$ cat src/rtl/tx_thresh_pkg.sv
package tx_thresh_pkg;
  localparam int LANES = 4;

  function automatic logic [5:0] thr_bytes(input logic [1:0] code);
    case (code)
      2'd0:    return 6'd4;
      2'd1:    return 6'd8;
      2'd2:    return 6'd16;
      default: return 6'd24;
    endcase
  endfunction

  // stream position k within a row -> physical lane
  function automatic logic [1:0] lane_of(input logic big, input logic [1:0] k);
    return big ? (2'd3 - k) : k;
  endfunction
endpackage

$ cat src/rtl/tx_thresh_store.sv
module tx_thresh_store
  import tx_thresh_pkg::*;
#(
  parameter int ROWS = 8,
  localparam int DEPTH = ROWS * LANES,
  localparam int AW = $clog2(DEPTH),
  localparam int HWW = AW - 1
) (
  input  logic           clk_i,
  input  logic           rst_ni,
  input  logic           big_i,
  input  logic           wr_en_i,
  input  logic [HWW-1:0] wr_hw_i,
  input  logic [15:0]    wr_data_i,
  input  logic [1:0]     wr_vld_i,
  input  logic [1:0]     wr_eop_i,
  input  logic [AW-1:0]  rd_addr_i,
  output logic [7:0]     rd_byte_o,
  output logic           rd_vld_o,
  output logic           rd_eop_o
);
  localparam int RW = $clog2(ROWS);

  logic [7:0]       mem_q [ROWS][LANES];
  logic [DEPTH-1:0] vld_q, eop_q;
  logic [RW-1:0]    wr_row, rd_row;
  logic [1:0]       k0, k1;
  logic [7:0]       b_first, b_second;
  logic [7:0]       lane_byte [LANES];

  assign wr_row   = wr_hw_i[HWW-1:1];
  assign k0       = {wr_hw_i[0], 1'b0};
  assign k1       = {wr_hw_i[0], 1'b1};
  assign b_first  = big_i ? wr_data_i[15:8] : wr_data_i[7:0];
  assign b_second = big_i ? wr_data_i[7:0]  : wr_data_i[15:8];

  always_ff @(posedge clk_i) begin
    if (wr_en_i) begin
      mem_q[wr_row][lane_of(big_i, k0)] <= b_first;
      mem_q[wr_row][lane_of(big_i, k1)] <= b_second;
    end
  end

  // per-byte flags kept in stream order
  always_ff @(posedge clk_i or negedge rst_ni) begin
    if (!rst_ni) begin
      vld_q <= '0;
      eop_q <= '0;
    end else if (wr_en_i) begin
      vld_q[{wr_hw_i, 1'b0}] <= wr_vld_i[0];
      vld_q[{wr_hw_i, 1'b1}] <= wr_vld_i[1];
      eop_q[{wr_hw_i, 1'b0}] <= wr_eop_i[0];
      eop_q[{wr_hw_i, 1'b1}] <= wr_eop_i[1];
    end
  end

  assign rd_row = rd_addr_i[AW-1:2];

  for (genvar k = 0; k < LANES; k++) begin : g_rd_ptr
    assign lane_byte[k] = mem_q[rd_row][lane_of(big_i, 2'(k))];
  end

  assign rd_byte_o = lane_byte[rd_addr_i[1:0]];
  assign rd_vld_o  = vld_q[rd_addr_i];
  assign rd_eop_o  = eop_q[rd_addr_i];
endmodule

$ cat src/rtl/tx_thresh_flow.sv
module tx_thresh_flow
  import tx_thresh_pkg::*;
#(
  parameter int ROWS = 8,
  localparam int DEPTH = ROWS * LANES,
  localparam int AW = $clog2(DEPTH),
  localparam int HWW = AW - 1,
  localparam int CW = AW + 1
) (
  input  logic           clk_i,
  input  logic           rst_ni,
  input  logic [1:0]     cfg_thr_i,
  input  logic           cfg_empty_fill_i,
  input  logic           pkt_start_i,
  input  logic           start_odd_i,
  input  logic           end_odd_i,
  input  logic           dma_gnt_i,
  input  logic           dma_wr_i,
  input  logic           dma_last_i,
  input  logic           rd_eop_i,
  output logic           dma_req_o,
  output logic           dma_open_o,
  output logic           wr_en_o,
  output logic [HWW-1:0] wr_hw_o,
  output logic [1:0]     wr_vld_o,
  output logic [1:0]     wr_eop_o,
  output logic           rd_fire_o,
  output logic [AW-1:0]  rd_addr_o,
  output logic           underrun_o,
  output logic [CW-1:0]  count_o
);
  logic [HWW:0]  wr_q;
  logic [AW:0]   rd_q;
  logic [CW-1:0] count, thr, free_hw, blk_hw, burst_len, rem_q;
  logic active_q, run_q, open_q, last_wr_q, fin_q, under_q, first_q;
  logic wr_fire, rd_fire;

  assign count     = {wr_q, 1'b0} - rd_q;
  assign thr       = CW'(thr_bytes(cfg_thr_i));
  assign free_hw   = (CW'(DEPTH) - count) >> 1;
  assign blk_hw    = ((thr >> 1) < free_hw) ? (thr >> 1) : free_hw;
  assign burst_len = cfg_empty_fill_i ? free_hw : blk_hw;

  assign dma_req_o = active_q && !last_wr_q && !open_q && (count <= thr);
  assign wr_fire   = open_q && dma_wr_i;
  assign rd_fire   = run_q && (count != '0);

  assign wr_vld_o = {!(dma_last_i && end_odd_i), !(first_q && start_odd_i)};
  assign wr_eop_o = {dma_last_i && !end_odd_i, dma_last_i && end_odd_i};

  always_ff @(posedge clk_i or negedge rst_ni) begin
    if (!rst_ni) begin
      wr_q <= '0; rd_q <= '0; rem_q <= '0;
      active_q <= 1'b0; run_q <= 1'b0; open_q <= 1'b0; last_wr_q <= 1'b0;
      fin_q <= 1'b0; under_q <= 1'b0; first_q <= 1'b0;
    end else if (pkt_start_i) begin
      wr_q <= '0; rd_q <= '0; rem_q <= '0;
      active_q <= 1'b1; run_q <= 1'b0; open_q <= 1'b0; last_wr_q <= 1'b0;
      fin_q <= 1'b0; under_q <= 1'b0; first_q <= 1'b1;
    end else begin
      if (wr_fire) begin
        wr_q    <= wr_q + 1'b1;
        first_q <= 1'b0;
        if (dma_last_i) last_wr_q <= 1'b1;
      end
      if (dma_req_o && dma_gnt_i) begin
        open_q <= 1'b1;
        rem_q  <= burst_len;
      end else if (wr_fire) begin
        rem_q <= rem_q - 1'b1;
        if (rem_q == CW'(1) || dma_last_i) open_q <= 1'b0;
      end
      if (rd_fire) begin
        rd_q <= rd_q + 1'b1;
        if (rd_eop_i) fin_q <= 1'b1;
      end
      // strict start, or whole packet already stored
      if (active_q && !run_q && (count > thr || last_wr_q)) run_q <= 1'b1;
      if (run_q && !fin_q && count == '0) under_q <= 1'b1;
      if (run_q && fin_q && count == '0) begin
        run_q    <= 1'b0;
        active_q <= 1'b0;
      end
    end
  end

  assign dma_open_o = open_q;
  assign wr_en_o    = wr_fire;
  assign wr_hw_o    = wr_q[HWW-1:0];
  assign rd_fire_o  = rd_fire;
  assign rd_addr_o  = rd_q[AW-1:0];
  assign underrun_o = under_q;
  assign count_o    = count;
endmodule

$ cat src/rtl/tx_thresh_out.sv
module tx_thresh_out (
  input  logic       clk_i,
  input  logic       rst_ni,
  input  logic       fire_i,
  input  logic [7:0] byte_i,
  input  logic       vld_i,
  input  logic       eop_i,
  output logic [7:0] byte_o,
  output logic       byte_valid_o,
  output logic       byte_last_o
);
  always_ff @(posedge clk_i or negedge rst_ni) begin
    if (!rst_ni) begin
      byte_o       <= '0;
      byte_valid_o <= 1'b0;
      byte_last_o  <= 1'b0;
    end else begin
      byte_o       <= fire_i ? byte_i : byte_o;
      byte_valid_o <= fire_i && vld_i;
      byte_last_o  <= fire_i && vld_i && eop_i;
    end
  end
endmodule

$ cat src/rtl/tx_thresh_fifo.sv
module tx_thresh_fifo
  import tx_thresh_pkg::*;
#(
  parameter int ROWS = 8
) (
  input  logic        clk_i,
  input  logic        rst_ni,
  input  logic        cfg_big_endian_i,
  input  logic        cfg_empty_fill_i,
  input  logic [1:0]  cfg_thr_i,
  input  logic        pkt_start_i,
  input  logic        pkt_start_odd_i,
  input  logic        pkt_end_odd_i,
  output logic        dma_req_o,
  input  logic        dma_gnt_i,
  output logic        dma_open_o,
  input  logic        dma_wr_i,
  input  logic [15:0] dma_data_i,
  input  logic        dma_last_i,
  output logic [7:0]  byte_o,
  output logic        byte_valid_o,
  output logic        byte_last_o,
  output logic        underrun_o
);
  localparam int DEPTH = ROWS * LANES;
  localparam int AW = $clog2(DEPTH);
  localparam int HWW = AW - 1;
  localparam int CW = AW + 1;

  logic           wr_en, rd_fire, rd_vld, rd_eop;
  logic [HWW-1:0] wr_hw;
  logic [1:0]     wr_vld, wr_eop;
  logic [AW-1:0]  rd_addr;
  logic [7:0]     rd_byte;
  logic [CW-1:0]  count;

  tx_thresh_flow #(.ROWS(ROWS)) u_flow (
    .clk_i, .rst_ni, .cfg_thr_i, .cfg_empty_fill_i, .pkt_start_i,
    .start_odd_i(pkt_start_odd_i), .end_odd_i(pkt_end_odd_i),
    .dma_gnt_i, .dma_wr_i, .dma_last_i, .rd_eop_i(rd_eop),
    .dma_req_o, .dma_open_o, .wr_en_o(wr_en), .wr_hw_o(wr_hw),
    .wr_vld_o(wr_vld), .wr_eop_o(wr_eop), .rd_fire_o(rd_fire),
    .rd_addr_o(rd_addr), .underrun_o, .count_o(count)
  );

  tx_thresh_store #(.ROWS(ROWS)) u_store (
    .clk_i, .rst_ni, .big_i(cfg_big_endian_i), .wr_en_i(wr_en), .wr_hw_i(wr_hw),
    .wr_data_i(dma_data_i), .wr_vld_i(wr_vld), .wr_eop_i(wr_eop),
    .rd_addr_i(rd_addr), .rd_byte_o(rd_byte), .rd_vld_o(rd_vld), .rd_eop_o(rd_eop)
  );

  tx_thresh_out u_out (
    .clk_i, .rst_ni, .fire_i(rd_fire), .byte_i(rd_byte), .vld_i(rd_vld),
    .eop_i(rd_eop), .byte_o, .byte_valid_o, .byte_last_o
  );
endmodule

$ cat config.mk
export PLATFORM = sky130hd
export DESIGN_NAME = tx_thresh_fifo
export DESIGN_NICKNAME = d
export VERILOG_FILES = /design/src/rtl/tx_thresh_pkg.sv /design/src/rtl/tx_thresh_store.sv /design/src/rtl/tx_thresh_flow.sv /design/src/rtl/tx_thresh_out.sv /design/src/rtl/tx_thresh_fifo.sv
export SDC_FILE = /design/constraint.sdc
export NUM_CORES = 1
export LEC_CHECK = 0
export BUFFER_PORTS_ARGS = -buffer_cell sky130_fd_sc_hd__buf_2
export CAP_MARGIN = 20
export CORE_UTILIZATION = 55
export CTS_BUF_LIST = sky130_fd_sc_hd__clkbuf_4 sky130_fd_sc_hd__clkbuf_8
export DETAILED_ROUTE_END_ITERATION = 7
export PLACE_DENSITY = 0.78
export SLEW_MARGIN = 5
export SYNTH_ARGS = -nofsm -noshare
export SYNTH_HDL_FRONTEND = slang
export SYNTH_HIERARCHICAL = 1
export SYNTH_SLANG_ARGS = --single-unit
$ cat constraint.sdc
create_clock -name clk_i -period 3 [get_ports clk_i]
set_clock_uncertainty 0.05 [all_clocks]
set_input_delay 0.45 -clock clk_i [delete_from_list [all_inputs] [get_ports clk_i]]
set_output_delay 0.45 -clock clk_i [all_outputs]
set_load 0.05 [all_outputs]
==> summary.md, run 1 <==
| Metric | Value |
|---|---|
| Status | finished, violations left |
| Failing checks | negative setup slack |
| Fin nets | approximately 1000 |
| DP Area | approximately 16000 µm² |
| GP Congestion | 0.841 |
| Unrepaired setup endpoints after global routing | yes |
| Crit path from | u_flow/rd_q[0]$_DFFE_PN0P_ |
| Via density | slightly below 6 |
| Starting Density | a little under three fifths |
| Worst-skew pair later-pin latency | 0.59 ns |
| Root buf cell | clkbuf_8 |
| Critical Path Slowest Stage Cell | dfrtp_2 |
| CP delay by family, top | adder cells |
| Buf/Inv on CP | 1 |
| Worst Setup Path Type | reg -> out |
| DRT Wirelength | 31.4 mm |
| Period Utilization, post-route | 111% |
| Final setup margin | -0.343 ns |
| Post-Place Cells | roughly 1300 |
| Setup violators final | 1 |
| Synthesized cell area | 15500 µm² |
| Crit. End Element | primary output |
| Routed via count | roughly 8400 |
| Final core utilization | 63.7% |
| Vias in the first global route | about 8600 |
| CTS clk-pin slew, worst paths | roughly 0.060 ns |
| Crit Path Max Fanout | 3 |
| Die Width | between 150 and 200 µm |
| Worst hold start | cfg_empty_fill_i |
| CP startpoint kind | flip-flop |
| Maxcap violations | 0 |
| Largest stage delay on the critical path | around 0.43 ns |
| Worst reg2reg path depth | 13 |
| First-iteration detailed-routing DRC count | approximately 790 |
| Routed Antenna Nets | 0 |
| Clock sink count | about 350 |
| Final Max Slew Viols | 0 |
| Drc violations | 0 |
| Gr ovfl total | 0 |
| Layout cells sized above 1 | approximately two fifths |
| Clock Path Buffers | 3 |
| Synthesis Warnings | 6 |
| WP data required | roughly 2.5 ns |
| First-pass GRT wire length | ~49 mm |
| Site row count | about 60 |
| Arrival time at the worst endpoint | about 2.8 ns |
| # fillers | between 1500 and 2000 |
| Total CTS buffers | 53 |
| Actual slew at the worst max-slew pin | roughly 0.83 ns |
| GRT Total Usage | around 23% |
| FF-to-FF Start | u_flow/rd_q[0]$_DFFE_PN0P_ |
| Hold-critical path depth | 3 |
| # IOs | between 40 and 50 |
| Fin Setup TNS | -0.343 ns |
| IO buf count | 40 |
| Largest net degree at the start of global routing | 70 |
| Non-filler instance count after layout | around 1400 |
| H-tree levels | 2 |
| Crit path depth | 10 |
| Post-detail-place hpwl | around 19 mm |
| CTS tree | built |
| Fmax | 299 MHz |
| Fin. Hold Viols | 0 |
| Final min period | approximately 3.3 ns |
| Mean Syn Cell Area | around 17 µm² |
| Area grow syn2layout | 13.9% |
| CORE AREA | ~28000 µm² |
| Die area | between 20000 and 30000 µm² |
| Slew HR | roughly 45% |
| Crit-path cells | fa_2, nand2b_4, a21oi_4, xor2_2, ha_1, o21ai_1, nand2b_1, a21oi_2, and3_4, buf_8 |
| Overall Power | between 10 and 15 mW |
| Cells after synthesis | roughly 900 |
| Leakage | 6.38 nW |
| Synthesized net count | 948 |
| Worst Hold Class | in -> reg |
| DRT Pass-1 Iters | 4 |
| Final non-filler cell area | approximately 18000 µm² |
| Power Dens Cells | 753 nW/µm² |
| Die Ht | about 170 µm |
| Initial antenna violation count | 4 |
| Wire per inst | about 22 µm |
| Worst vdd ir | around 520 µV |
[worst reg2reg max path, stage by stage (launching register included)]
cell and delay (ns):
dfrtp_2 0.43, fa_2 0.40, buf_4 0.15, xor2_2 0.14, buf_4 0.14, xnor2_1 0.18, ha_1 0.26, inv_1 0.05
o21bai_1 0.07, a21o_1 0.18, a21oi_1 0.17, o21bai_2 0.13, and3_4 0.21, nor4_2 0.22
[flip-flops by register name, summed over array words and instances (netlist names)]
register / count
u_store/mem_q: 256
u_flow/run_q: 1
u_flow/underrun_o: 1
u_flow/last_wr_q: 1
u_store/vld_q: 32
u_flow/wr_q: 5
u_flow/active_q: 1
u_flow/fin_q: 1
u_store/eop_q: 32
u_out/byte_valid_o: 1
u_out/byte_o: 8
u_out/byte_last_o: 1
u_flow/dma_open_o: 1
u_flow/first_q: 1
u_flow/rem_q: 6
u_flow/rd_q: 6
[layout by cell type, fill, tap and decap left out, drive strengths merged, types with 14 or more instances in the layout]
master  count
edfxtp    256
dfrtp      98
clkinv     18
mux2i      36
nand2      32
xnor2      14
inv        18
mux2      107
a21oi      27
clkbuf     71
ha         15
mux4       84
nor2       55
buf        96
[metrics by stage]
stage               worst slack [ns]  hold slack (ns)
CTS                           -0.366           0.0640
floorplan                     0.0149            0.104
detailed placement           -0.0373            0.422
global route                  -0.490           0.0776
global placement              0.0339            0.413
finish                        -0.343           0.0971
[layer usage]
metal | global-route usage, % | wire length, µm
met1 | 30.8 | 13000
met2 | 37.5 | 15800
met3 | 3.98 | 2140
met4 | 6.27 | 478
met5 | 0 | 0
[what timing repair did]
| item | in CTS | in global routing |
|---|---|---|
| hold buffers | 1 | 0 |
| hold endpoints to repair | 39 | 0 |
| endpoints found under the setup margin | 2 | 5 |
| setup buffers | 7 | 3 |
| pin swaps | 11 | 6 |
| gates resized for setup | 18 | 5 |
[power by group]
group | leakage [nW] | internal (mW) | switching [mW]
sequential | 3.62 | 5.57 | 0.143
combinational | 2.15 | 1.54 | 1.95
clock | 0.604 | 2.31 | 1.81
total | 6.38 | 9.42 | 3.90
[area by class of cell]
type,count,area (µm²),share of cell area (%)
multi-input cells,481,5150,29.1
inverters,15,58.8,0.332
repair buffers,97,709,4.01
diodes,3,7.51,0.0424
well taps,378,473,2.67
clock inverters,26,243,1.37
clock buffers,71,896,5.07
flip-flops and latches,354,10100,57.4
[path summary, 6_finish.rpt]
kind,endpoint,slack [ns]
hold reg to reg,u_flow/underrun_o$_DFFE_PN0P_,0.43
min in group asynchronous,u_store/eop_q[9]$_DFFE_PN0P_,0.36
max in group asynchronous,u_flow/rem_q[3]$_DFFE_PN0P_,1.94
setup / recovery,dma_req_o,-0.34
hold / removal,u_flow/rem_q[4]$_DFFE_PN0P_,0.1
setup reg to reg,u_flow/rem_q[2]$_DFFE_PN0P_,0.13
Power figures use the tool's default switching activity.
==> run 2: changes to the inputs <==
Settings changed: PLACE_DENSITY 0.78 to 0.76.
Clock period 3 ns to 3.95 ns, I/O delays scaled along.
==> summary.md, run 2 (same netlist as run 1, synthesis figures left out) <==
| Metric | Value |
|---|---|
| Fin. Hold Viols | 0 |
| Slew HR | between 20% and 30% |
| Leakage | between 6 and 7 nW |
| DRT Pass-1 Iters | 6 |
| DP Worst Slack | between 0.3 and 0.4 ns |
| Final non-filler cell area | about 17000 µm² |
| Vias in the first global route | approximately 8500 |
| First-pass GRT wire length | 48.7 mm |
| Non-filler instance count after layout | ~1400 |
| DR top layer | met4 |
| Wl on met1 | approximately 14 mm |
| Die Ht | around 170 µm |
| Clock Path Buffers | 3 |
| Die area | a little under 30000 µm² |
| Routed via count | between 8000 and 9000 |
| Arrival time at the worst endpoint | between 3 and 4 ns |
| Layout cells sized above 1 | around 36% |
| H-tree levels | 2 |
| WL met2 | 15.2 mm |
| Area grow syn2layout | 11.8% |
| IO buf count | 40 |
| Crit Path Max Fanout | 5 |
| Crit path from | u_flow/rd_q[2]$_DFFE_PN0P_ |
| Top flop regs | u_store/mem_q x256, u_store/eop_q x32, u_store/vld_q x32 |
| Routed Antenna Nets | 0 |
| GP Congestion | between 0.7 and 0.8 |
| Post-Place Cells | 1295 |
| Worst vdd ir | slightly below 300 µV |
| Power Dens Cells | around 570 nW/µm² |
| DP Area | 16100 µm² |
| Post-detail-place hpwl | 19.0 mm |
| CTS clk-pin slew, worst paths | 0.07 ns |
| CP startpoint kind | flip-flop |
| Drc violations | 0 |
| Fin nets | 1022 |
| Largest net degree at the start of global routing | 70 |
| Final core utilization | between 60% and 70% |
| Actual slew at the worst max-slew pin | roughly 1.1 ns |
| Commonest non-fill, non-tap cells in the layout | edfxtp_1, mux2_2, dfrtp_1 |
| Worst Setup Path Type | reg -> out |
| Worst-skew pair later-pin latency | 0.61 ns |
| Initial antenna violation count | 2 |
| CTS tree | built |
| Die Width | 170 µm |
| CORE AREA | between 20000 and 30000 µm² |
| Worst Hold Class | in -> reg |
| Gr ovfl total | 0 |
| Commonest non-fill, non-tap cell in the layout | edfxtp_1 |
| Worst hold start | cfg_empty_fill_i |
| Starting Density | between 50% and 60% |
| WHS | roughly 0.24 ns |
| DRT Wirelength | roughly 31 mm |
| Most flop-heavy register | u_store/mem_q |
| Wire per inst | around 23 µm |
| Maxcap violations | 0 |
| Final setup margin | 0.201 ns |
| Total CTS buffers | 53 |
| Final min period | about 3.7 ns |
| FF-to-FF Start | u_flow/rd_q[2]$_DFFE_PN0P_ |
| Site row count | 61 |
| Number of flip-flops in the largest register | between 200 and 300 |
| Root buf cell | clkbuf_8 |
| GRT Total Usage | between 20% and 30% |
| Setup violators final | 0 |
| Crit. End Element | primary output |
| WP data required | about 3.3 ns |
| Met3 wire length | 2.00 mm |
| Final Max Slew Viols | 0 |
| Fmax | around 270 MHz |
| Clock sink count | ~350 |
| Via density | 5.95 |
| Period Utilization, post-route | between 90% and 100% |
| First-iteration detailed-routing DRC count | around 640 |
| Status | finished clean |
| # IOs | between 40 and 50 |
==> run 2: layout make-up <==
cell class	instances	area, µm²
Timing Repair Buffer	73	463
Antenna cell	2	5.00
Clock buffer	63	817
Clock inverter	29	350
Inverter	15	56.3
Tap cell	378	473
Sequential cell	354	10100
Multi-Input combinational cell	481	5060
Fill cell	2008	10400
==> run 2: stage by stage <==
stage	power, mW	setup TNS, ns
after floorplan	6.19	0
after global placement	6.61	0
after detailed placement	6.65	0
after CTS	9.94	0
after global routing	10.4	-0.0136
final	9.97	0
==> run 2: final timing paths <==
kind                       slack [ns]  depth (start not counted)                            end
min in group asynchronous        0.54                          2  u_store/vld_q[12]$_DFFE_PN0P_
max in group asynchronous        2.49                          3    u_flow/rem_q[1]$_DFFE_PN0P_
max reg2reg                      0.62                          7    u_out/byte_o[0]$_DFFE_PN0P_
min                              0.24                          3    u_flow/rem_q[4]$_DFFE_PN0P_
max                              0.20                         12                      dma_req_o
min reg2reg                      0.43                          1     u_flow/first_q$_DFFE_PN0P_
==> run 2: what timing repair did <==
action                     CTS  global route
hold endpoints to repair     3             0
setup buffers                1             3
hold buffers                 1             0
cloned                       0             0
setup endpoints to repair    1             1
pin swaps                    1             4
resized for setup            3             4
==> run 2: power breakdown <==
group | internal (mW) | switching [mW] | total (mW)
clock | 1.90 | 1.39 | 3.29
sequential | 4.23 | 0.127 | 4.36
combinational | 0.959 | 1.37 | 2.32
==> run 2: worst max-delay path, cell delays in order (launching register included) <==
cell      delay, ns
dfrtp_4        0.47
inv_1          0.11
ha_1           0.28
nor2_1         0.14
a21oi_2        0.06
xor2_2         0.27
ha_1           0.29
nor2b_1        0.13
o21ai_0        0.14
nand2b_1       0.09
a21oi_2        0.16
and3_4         0.20
buf_6          0.15
==> run 2: metal layers <==
layer,GRT usage [%],vias to the layer above
met3,3.81,54
met2,36.0,271
met4,7.09,0
met5,0,-
met1,32.4,4316
li1,-,3665
